==> config.mk <==
export PLATFORM = sky130hd
export DESIGN_NAME = dbgwp_top
export DESIGN_NICKNAME = d
export VERILOG_FILES = /design/src/rtl/dbgwp_pkg.sv /design/src/rtl/dbgwp_cfg.sv /design/src/rtl/dbgwp_cmp.sv /design/src/rtl/dbgwp_status.sv /design/src/rtl/dbgwp_top.sv
export SDC_FILE = /design/constraint.sdc
export NUM_CORES = 1
export LEC_CHECK = 0
export BUFFER_PORTS_ARGS = -buffer_cell sky130_fd_sc_hd__buf_2
export CELL_PAD_IN_SITES_DETAIL_PLACEMENT = 0
export CELL_PAD_IN_SITES_GLOBAL_PLACEMENT = 1
export CORE_AREA = 2 2 235 168
export DETAILED_ROUTE_END_ITERATION = 12
export DIE_AREA = 0 0 237 170
export HOLD_SLACK_MARGIN = 0.02
export PLACE_DENSITY_LB_ADDON = 0.08
export SYNTH_ARGS = -nofsm -noshare
export SYNTH_HDL_FRONTEND = slang
export SYNTH_SLANG_ARGS = --single-unit
export TNS_END_PERCENT = 20
==> constraint.sdc <==
create_clock -name clk -period 10.2 [get_ports clk]
set_input_delay 2.04 -clock clk [delete_from_list [all_inputs] [get_ports clk]]
set_output_delay 2.04 -clock clk [all_outputs]
set_load 0.005 [all_outputs]
==> src/rtl/dbgwp_pkg.sv <==
package dbgwp_pkg;

  typedef enum logic [1:0] {
    COND_EQ  = 2'b00,
    COND_LT  = 2'b01,
    COND_GT  = 2'b10,
    COND_OFF = 2'b11
  } cond_e;

  typedef struct packed {
    logic  brk_en;
    logic  en;
    cond_e cond;
  } ctrl_t;

  localparam int unsigned CTRL_W = $bits(ctrl_t);

endpackage

==> src/rtl/dbgwp_cfg.sv <==
module dbgwp_cfg
  import dbgwp_pkg::*;
#(
  parameter int unsigned N  = 8,
  parameter int unsigned DW = 32,
  parameter int unsigned AW = 5
) (
  input  logic                   clk,
  input  logic                   rst_n,
  input  logic                   we_i,
  input  logic [AW-1:0]          addr_i,
  input  logic [DW-1:0]          wdata_i,
  output logic [N-1:0][DW-1:0]   ref_o,
  output ctrl_t [N-1:0]          ctrl_o,
  output logic                   clr_we_o,
  output logic [N-1:0]           clr_mask_o
);

  localparam logic [AW-1:0] CLR_ADDR = AW'(2 * N);

  logic [N-1:0][DW-1:0] ref_q, ref_d;
  ctrl_t [N-1:0]        ctrl_q, ctrl_d;
  logic                 upd_en;

  always_comb begin
    ref_d  = ref_q;
    ctrl_d = ctrl_q;
    upd_en = 1'b0;
    for (int k = 0; k < N; k++) begin
      if (we_i && addr_i == AW'(k)) begin
        ref_d[k] = wdata_i;
        upd_en   = 1'b1;
      end
      if (we_i && addr_i == AW'(N + k)) begin
        ctrl_d[k] = ctrl_t'(wdata_i[CTRL_W-1:0]);
        upd_en    = 1'b1;
      end
    end
  end

  always_ff @(posedge clk or negedge rst_n) begin
    if (!rst_n) begin
      ref_q  <= '0;
      ctrl_q <= '0;
    end else if (upd_en) begin
      ref_q  <= ref_d;
      ctrl_q <= ctrl_d;
    end
  end

  assign ref_o      = ref_q;
  assign ctrl_o     = ctrl_q;
  assign clr_we_o   = we_i && (addr_i == CLR_ADDR);
  assign clr_mask_o = wdata_i[N-1:0];


  unmapped_write_chk: assert property (@(posedge clk) disable iff (!rst_n)
    (we_i && addr_i > CLR_ADDR) |=> ($stable(ref_q) && $stable(ctrl_q)));

endmodule

==> src/rtl/dbgwp_cmp.sv <==
module dbgwp_cmp
  import dbgwp_pkg::*;
#(
  parameter int unsigned DW = 32
) (
  input  logic          vld_i,
  input  logic [DW-1:0] obs_i,
  input  logic [DW-1:0] ref_i,
  input  ctrl_t         ctrl_i,
  output logic          hit_o
);

  logic cond_ok;

  always_comb begin
    case (ctrl_i.cond)
      COND_EQ: cond_ok = (obs_i == ref_i);
      COND_LT: cond_ok = (obs_i <  ref_i);
      COND_GT: cond_ok = (obs_i >  ref_i);
      default: cond_ok = 1'b0;
    endcase
  end

  assign hit_o = vld_i && ctrl_i.en && cond_ok;


  always_comb begin
    if (ctrl_i.cond == COND_OFF) begin
      off_never_hits_chk: assert (!hit_o);
    end
  end

endmodule

==> src/rtl/dbgwp_status.sv <==
module dbgwp_status #(
  parameter int unsigned N = 8
) (
  input  logic         clk,
  input  logic         rst_n,
  input  logic [N-1:0] hit_i,
  input  logic [N-1:0] brk_en_i,
  input  logic         clr_we_i,
  input  logic [N-1:0] clr_mask_i,
  output logic [N-1:0] event_o,
  output logic         brk_o,
  output logic [N-1:0] sticky_o
);

  logic [N-1:0] sticky_q, sticky_d, event_q, event_d;
  logic         brk_q, brk_d, sticky_en;

  always_comb begin
    event_d   = hit_i;
    brk_d     = |(hit_i & brk_en_i);
    sticky_en = clr_we_i || (|hit_i);
    sticky_d  = (sticky_q & ~(clr_we_i ? clr_mask_i : '0)) | hit_i;
  end

  always_ff @(posedge clk or negedge rst_n) begin
    if (!rst_n) begin
      event_q <= '0;
      brk_q   <= 1'b0;
    end else begin
      event_q <= event_d;
      brk_q   <= brk_d;
    end
  end

  always_ff @(posedge clk or negedge rst_n) begin
    if (!rst_n) begin
      sticky_q <= '0;
    end else if (sticky_en) begin
      sticky_q <= sticky_d;
    end
  end

  assign event_o  = event_q;
  assign brk_o    = brk_q;
  assign sticky_o = sticky_q;


  brk_has_event_chk: assert property (@(posedge clk) disable iff (!rst_n)
    brk_q |-> (|event_q));

  for (genvar k = 0; k < N; k++) begin : g_chk

    sticky_hold_chk: assert property (@(posedge clk) disable iff (!rst_n)
      (sticky_q[k] && !(clr_we_i && clr_mask_i[k])) |=> sticky_q[k]);

    event_sets_sticky_chk: assert property (@(posedge clk) disable iff (!rst_n)
      event_q[k] |-> sticky_q[k]);
  end

endmodule

==> src/rtl/dbgwp_top.sv <==
module dbgwp_top
  import dbgwp_pkg::*;
#(
  parameter int unsigned DW   = 32,
  parameter int unsigned N_IA = 4,
  parameter int unsigned N_DA = 2,
  parameter int unsigned N_DV = 2,
  parameter int unsigned N    = N_IA + N_DA + N_DV,
  parameter int unsigned AW   = $clog2(2 * N + 1)
) (
  input  logic          clk,
  input  logic          rst_n,
  input  logic          cfg_we,
  input  logic [AW-1:0] cfg_addr,
  input  logic [DW-1:0] cfg_wdata,
  input  logic          fetch_vld,
  input  logic [DW-1:0] fetch_addr,
  input  logic          dacc_vld,
  input  logic [DW-1:0] dacc_addr,
  input  logic [DW-1:0] dacc_data,
  output logic [N-1:0]  wp_event,
  output logic          brk_req,
  output logic [N-1:0]  wp_sticky
);

  localparam int unsigned DA_LO = N_IA;
  localparam int unsigned DV_LO = N_IA + N_DA;

  logic [1:0]           rst_sync_q;
  logic                 rst_int_n;
  logic [N-1:0][DW-1:0] ref_w;
  ctrl_t [N-1:0]        ctrl_w;
  logic                 clr_we_w;
  logic [N-1:0]         clr_mask_w;
  logic [N-1:0]         hit_w;
  logic [N-1:0]         brk_en_w;

  always_ff @(posedge clk or negedge rst_n) begin
    if (!rst_n) rst_sync_q <= 2'b00;
    else        rst_sync_q <= {rst_sync_q[0], 1'b1};
  end
  assign rst_int_n = rst_sync_q[1];

  dbgwp_cfg #(.N(N), .DW(DW), .AW(AW)) u_cfg (
    .clk        (clk),
    .rst_n      (rst_int_n),
    .we_i       (cfg_we),
    .addr_i     (cfg_addr),
    .wdata_i    (cfg_wdata),
    .ref_o      (ref_w),
    .ctrl_o     (ctrl_w),
    .clr_we_o   (clr_we_w),
    .clr_mask_o (clr_mask_w)
  );

  for (genvar k = 0; k < N; k++) begin : g_cmp
    logic          vld_k;
    logic [DW-1:0] obs_k;
    if (k < DA_LO) begin : g_ia
      assign vld_k = fetch_vld;
      assign obs_k = fetch_addr;
    end else if (k < DV_LO) begin : g_da
      assign vld_k = dacc_vld;
      assign obs_k = dacc_addr;
    end else begin : g_dv
      assign vld_k = dacc_vld;
      assign obs_k = dacc_data;
    end
    assign brk_en_w[k] = ctrl_w[k].brk_en;
    dbgwp_cmp #(.DW(DW)) u_cmp (
      .vld_i  (vld_k),
      .obs_i  (obs_k),
      .ref_i  (ref_w[k]),
      .ctrl_i (ctrl_w[k]),
      .hit_o  (hit_w[k])
    );
  end

  dbgwp_status #(.N(N)) u_status (
    .clk        (clk),
    .rst_n      (rst_int_n),
    .hit_i      (hit_w),
    .brk_en_i   (brk_en_w),
    .clr_we_i   (clr_we_w),
    .clr_mask_i (clr_mask_w),
    .event_o    (wp_event),
    .brk_o      (brk_req),
    .sticky_o   (wp_sticky)
  );


  idle_no_event_chk: assert property (@(posedge clk) disable iff (!rst_int_n)
    (!fetch_vld && !dacc_vld) |=> (wp_event == '0 && !brk_req));


  fetch_gate_chk: assert property (@(posedge clk) disable iff (!rst_int_n)
    !fetch_vld |=> (wp_event[N_IA-1:0] == '0));


  data_gate_chk: assert property (@(posedge clk) disable iff (!rst_int_n)
    !dacc_vld |=> (wp_event[N-1:N_IA] == '0));

endmodule

* Yosys cells after proc, flatten, opt, wreduce, memory -nomap -nowiden *
Cells that the tools add are included.

storage, ports and cells
  memory bits (writable) = 0
  bits in registers = 307
  bits of input ports = 138
  bits in read-only memories = 0
  bits in latches = 0
  memories = 0

cells by class
  shifts and indexed selects = 0
  muxes and demuxes = 25
  reductions and logical operators = 61
  add/sub/neg operators = 0
  order comparisons = 16
  equal/unequal tests = 40
  bitwise logic cells = 4
  divide/modulo/power cells = 0
  multiply operators = 0

operators with widths
  cell                count
  $eq 32x32->1        8
  $gt 32x32->1        8
  $lt 32x32->1        8
  $eq 5x4->1 const B  8
  $logic_and 1x1->1   33
  $reduce_and 2->1    16
  $pmux 1 s3          8
  $eq 5x3->1 const B  4
  $and 8x8->8         2
  $eq 2x1->1 const B  8
  $eq 2x2->1 const B  8
  $logic_not 2->1     8
  $mux 1              16
  $reduce_or 8->1     2
  $eq 5x2->1 const B  2
  $mux 8              1
  $not 8->8           1
  $or 8x8->8          1
  $eq 5x1->1 const B  1
  $eq 5x5->1 const B  1
  $logic_not 5->1     1
  $logic_or 1x1->1    1

* Depth between registers and ports, before layout *
  word-level depth = 19
  gate-level depth with buffers = 10

* Modules after synthesis *
A second synthesis with hierarchy kept.

second synthesis, totals
  cells, all modules = 1642
  area, all modules = 18622.9 um2

by module, submodules not included
  module        cells each  area an instance (um2)  seq. area each (um2)  times used
  dbgwp_cfg     640         10859.2                 7206.9                1
  dbgwp_cmp     120         893.4                   0.0                   8
  dbgwp_status  39          563.0                   425.4                 1
  dbgwp_top     3           53.8                    50.0                  1

* Worst setup path after synthesis *
Ideal clock, no wire load.

  path type = input -> register
  start = input dacc_data[30]
  end = register u_status.brk_q, in the netlist u_status.brk_o
  arrival time = 4.511 ns
  setup time = 0.136 ns
  data required time = 10.064 ns
  path slack = 5.553 ns
  cell stages on the path = 9
  buffers on the path = 0
  path through = ha_1 nand4_2 or4_4 or4_1 and3b_1 o31a_1 o311a_1 a2111oi_2 nand4_1

on the way
  cells in the longest elaborated chain, start to end = 5

ends and longest elaborated chain
  element                                     RTL line            source
  start, declared                             dbgwp_top.sv:20     input logic [DW-1:0] dacc_data,
  $gt 32x32->1, or another cell as far along  dbgwp_cmp.sv:19     COND_GT: cond_ok = (obs_i > ref_i);
  $pmux 1 s3                                  dbgwp_cmp.sv:16     case (ctrl_i.cond)
  $logic_and 1x1->1                           dbgwp_cmp.sv:24     assign hit_o = vld_i && ctrl_i.en && cond_ok;
  $and 8x8->8 *                               dbgwp_status.sv:20  brk_d = |(hit_i & brk_en_i);
  $reduce_or 8->1 *                           dbgwp_status.sv:20
  via u_status.brk_d                          dbgwp_status.sv:16  logic brk_q, brk_d, sticky_en;
  end signal, assigned                        dbgwp_status.sv:31  brk_q <= brk_d;
  end, declared                               dbgwp_status.sv:16

The timed path passes the listed nets; every way through them passes the cells marked *.
A chain may end at the register's enable or synchronous reset.

* Final worst setup path *
  start = input dacc_data[11]
  end = register u_status.brk_q, in the netlist u_status.brk_o

The elaborated chain is that of the path after synthesis.

==> impl_metrics.toml <==
[power]
finalPower_uw = 3890
p_per_area_mw_per_mm2 = 189
leakagePower_uw = 0.0101
clkPwrFrac_pct = 33.7
combPwrFrac_pct = 25.4
p_sw_share_pct = 30.0
p_sw_uw = 1170
power.internal_uw = 2720
vdd_drop_max_mv = 0.139
p_seq_share_pct = 40.9

[sta]
finalClockSkew_ns = 0.0142
max_freq_mhz = 222
holdWs_ns = 0.354
worst_pin_slew_ns = 1.07
finalSetupTns_ns = 0
setup_ws_ns = 5.69
rsz0062_at_grt = "no"
finalHoldViolCount = 0
period_needed_ns = 4.51
maxSlewHeadroom_pct = 28.2
setup_viol = 0
slew_viol_final = 0
period_share_pct = 44.2

[flow_run]
max_cap_violations = 0

[placement]
place_congestion = 0.862
place_ws_ns = 5.19
hpwl_mm = 35.2
numPortBuffers = 154

[routing]
dr_total_vias = 12900
wirelength_mm = 46.7
vias_per_cell = 5.43
drtIter0Drc = 630
drc_errors = 0
ant_nets = 0
drt_pass1_iterations = 5
wl_per_cell_um = 19.7

[logic_synthesis]
synthArstFlopShare_pct = 100
ys.flop_type = "dfrtp_1"
syn_area_mm2 = 0.0181
syn_nets = 2080
synth-edff-count = 0
synth_seq_cells = 307
synth_warnings = 0
ys_types = 58
synthCells = 1686
ys_seq_area_share_pct = 42.5
avgSynthCellArea_um2 = 10.7

[worst_setup_path]
crit_path_frequent_cell = "nand4_1"
r2r-start = "u_cfg.ref_o[253]$_DFFE_PN0P_"
critPathLaunch = "dacc_data[11]"
crit_fanout = 3
max_stage_delay_ns = 0.54
critPathKind = "in -> reg"
end_kind = "flip-flop"
critPathRequiredTime_ns = 10.59
worstPathArrival_ns = 4.90
crit_chain = "buf_2 > ha_1 > nand4_1 > or3_2 > or4_1 > and3b_1 > o31a_1 > o311a_1 > a2111oi_2 > nand4_1"
critPathLaunchType = "input pin"
critPathSlowestCell = "or3_2"

[cts]
post_cts_resized = 0
clock_latency_ns = 0.53
cts_tree = "yes"
clk_pin_slew_ns = 0.06
cts.sinks = 307
clockRootBuffer = "clkbuf_16"
numCtsBuffers = 34
post_cts_buffers = 0
cts-hold-fix-buffers = 0
h-tree-depth = 2
clk_path_buf_depth = 3

[global_routing]
grtUsageTotal_pct = 23.7
grt_max_degree = 74
grt_pass1_wl_mm = 73.4
grt_antenna_before_repair = 4
groute.layer.met2.usage_pct = 37.2
grt-busiest-layer = "met2"
met3_usage_pct = 3.18
grt_overflow = 0
grt_pass1_vias = 12800
grt_util_met1_pct = 34.8

[floorplanning]
fp-row-count = 60
io-pin-count = 155
coreArea_mm2 = 0.0379
dieArea_mm2 = 0.0403
die_w_um = 237
initial_core_util_pct = 47.6
die_h_um = 170

[finish]
multi_input_area_mm2 = 0.00926
nets = 2246
postLayoutCoreUtil_pct = 54.4
final_cell_mix = "dfrtp_1, inv_1, ha_1"
syn2layout_area_growth_pct = 14.1
drive_gt1_share_pct = 26.1
register_area_mm2 = 0.00769
num-fill-cells = 3405
final_common_cell = "dfrtp_1"

[worst_hold_path]
hold_path_class = "reg -> reg"
hold_path_startpoint = "rst_sync_q[0]$_DFF_PN0_"

[outcome]
status = "completed"
==> through the flow <==
stage                     std cells  instance area, µm²
after floorplan                1686               18100
after global placement         2312               19400
after detailed placement       2312               19400
after CTS                      2373               20600
after global routing           2375               20600
final                          2375               20600
==> critical path: cells and delay by family <==
| family | cells | cell delay, ns |
|---|---|---|
| AOI/OAI and AO/OA | 3 | 0.79 |
| buffers and inverters | 1 | 0.11 |
| adders and majority gates | 1 | 0.31 |
| and+or+nand+nor | 5 | 1.64 |
==> path summary, 6_finish.rpt <==
path	endpoint	slack [ns]	depth (start not counted)
min in group asynchronous	u_cfg.ref_o[248]$_DFFE_PN0P_	0.44	0
max	u_status.brk_o$_DFF_PN0_	5.69	10
max reg2reg	u_status.brk_o$_DFF_PN0_	6.91	10
min reg2reg	rst_sync_q[1]$_DFF_PN0_	0.35	0
min	rst_sync_q[1]$_DFF_PN0_	0.35	0
max in group asynchronous	u_cfg.ref_o[105]$_DFFE_PN0P_	7.51	2
==> layout make-up <==
type,instances,area share (%)
inverters,264,4.81
well taps,496,3.01
flip-flops and latches,307,37.3
clock buffers,52,5.15
clock inverters,9,0.595
multi-input cells,1077,44.9
diodes,2,0.0243
repair buffers,168,4.25
==> state kept, by name, indices dropped and copies added (netlist names) <==
| register | cells |
|---|---|
| u_cfg.ctrl_o | 32 |
| rst_sync_q | 2 |
| u_status.sticky_o | 8 |
| u_status.event_o | 8 |
| u_status.brk_o | 1 |
| u_cfg.ref_o | 256 |
==> synthesized netlist by cell type, types with 2 or more instances <==
cell type  number  area (µm²)
o2111ai_1       2        17.5
nor2_1         24        90.1
o211ai_1       17         128
nor3b_1         2        15.0
or3_2           2        15.0
nand2_1       112         420
clkbuf_1       17        63.8
or4_1           4        30.0
mux2_2        253        2850
a2111o_1        2        22.5
nor3_1         12        60.1
and4_1          3        26.3
inv_1         264         991
nor2b_1        18         113
dfrtp_1       307        7680
a21o_1         19         143
a221o_1         2        20.0
and3_1          5        31.3
o21a_1          5        37.5
a221oi_1        5        43.8
o41a_1          3        33.8
ha_1          256        3200
a211oi_1        6        45.0
nand3b_1        2        15.0
nand4_1        64         400
a31o_2          2        17.5
a21boi_0        6        45.0
o31ai_1         3        22.5
o311ai_0        2        17.5
nor4_1         16         100
a22oi_1         4        30.0
or3_1           3        18.8
a2111oi_0       5        43.8
o21ai_0        59         295
nand3_1        28         140
o31a_1          2        17.5
nand2b_1        2        12.5
a21oi_1       103         515
a31oi_1         6        37.5
buf_1          21        78.8
==> metal layers <==
metal  routed length, µm  vias to the layer above  share of wire, %
li1                    -                     6308                 -
met2               20400                      199                44
met4                 871                        2               1.9
met1               23600                     6332                51
met5                  13                        -             0.028
met3                1760                       62               3.8
==> cell families after synthesis <==
family                     Yosys count  synth area share (%)
buffers and inverters              302                  6.28
and+or+nand+nor                    302                  8.51
muxes                              254                  15.8
other                                1                0.0208
adders and majority gates          256                  17.7
AOI/OAI and AO/OA                  264                  9.10
DFF                                307                  42.5
==> power by group through the flow <==
stage               registers, µW  logic (µW)  clock network [µW]
CTS                          1590         993                1340
finish                       1590         987                1310
floorplan                    1590         686                   0
global route                 1620        1140                1390
global placement             1600         958                   0
detailed placement           1610         986                   0
Power figures use the tool's default switching activity.
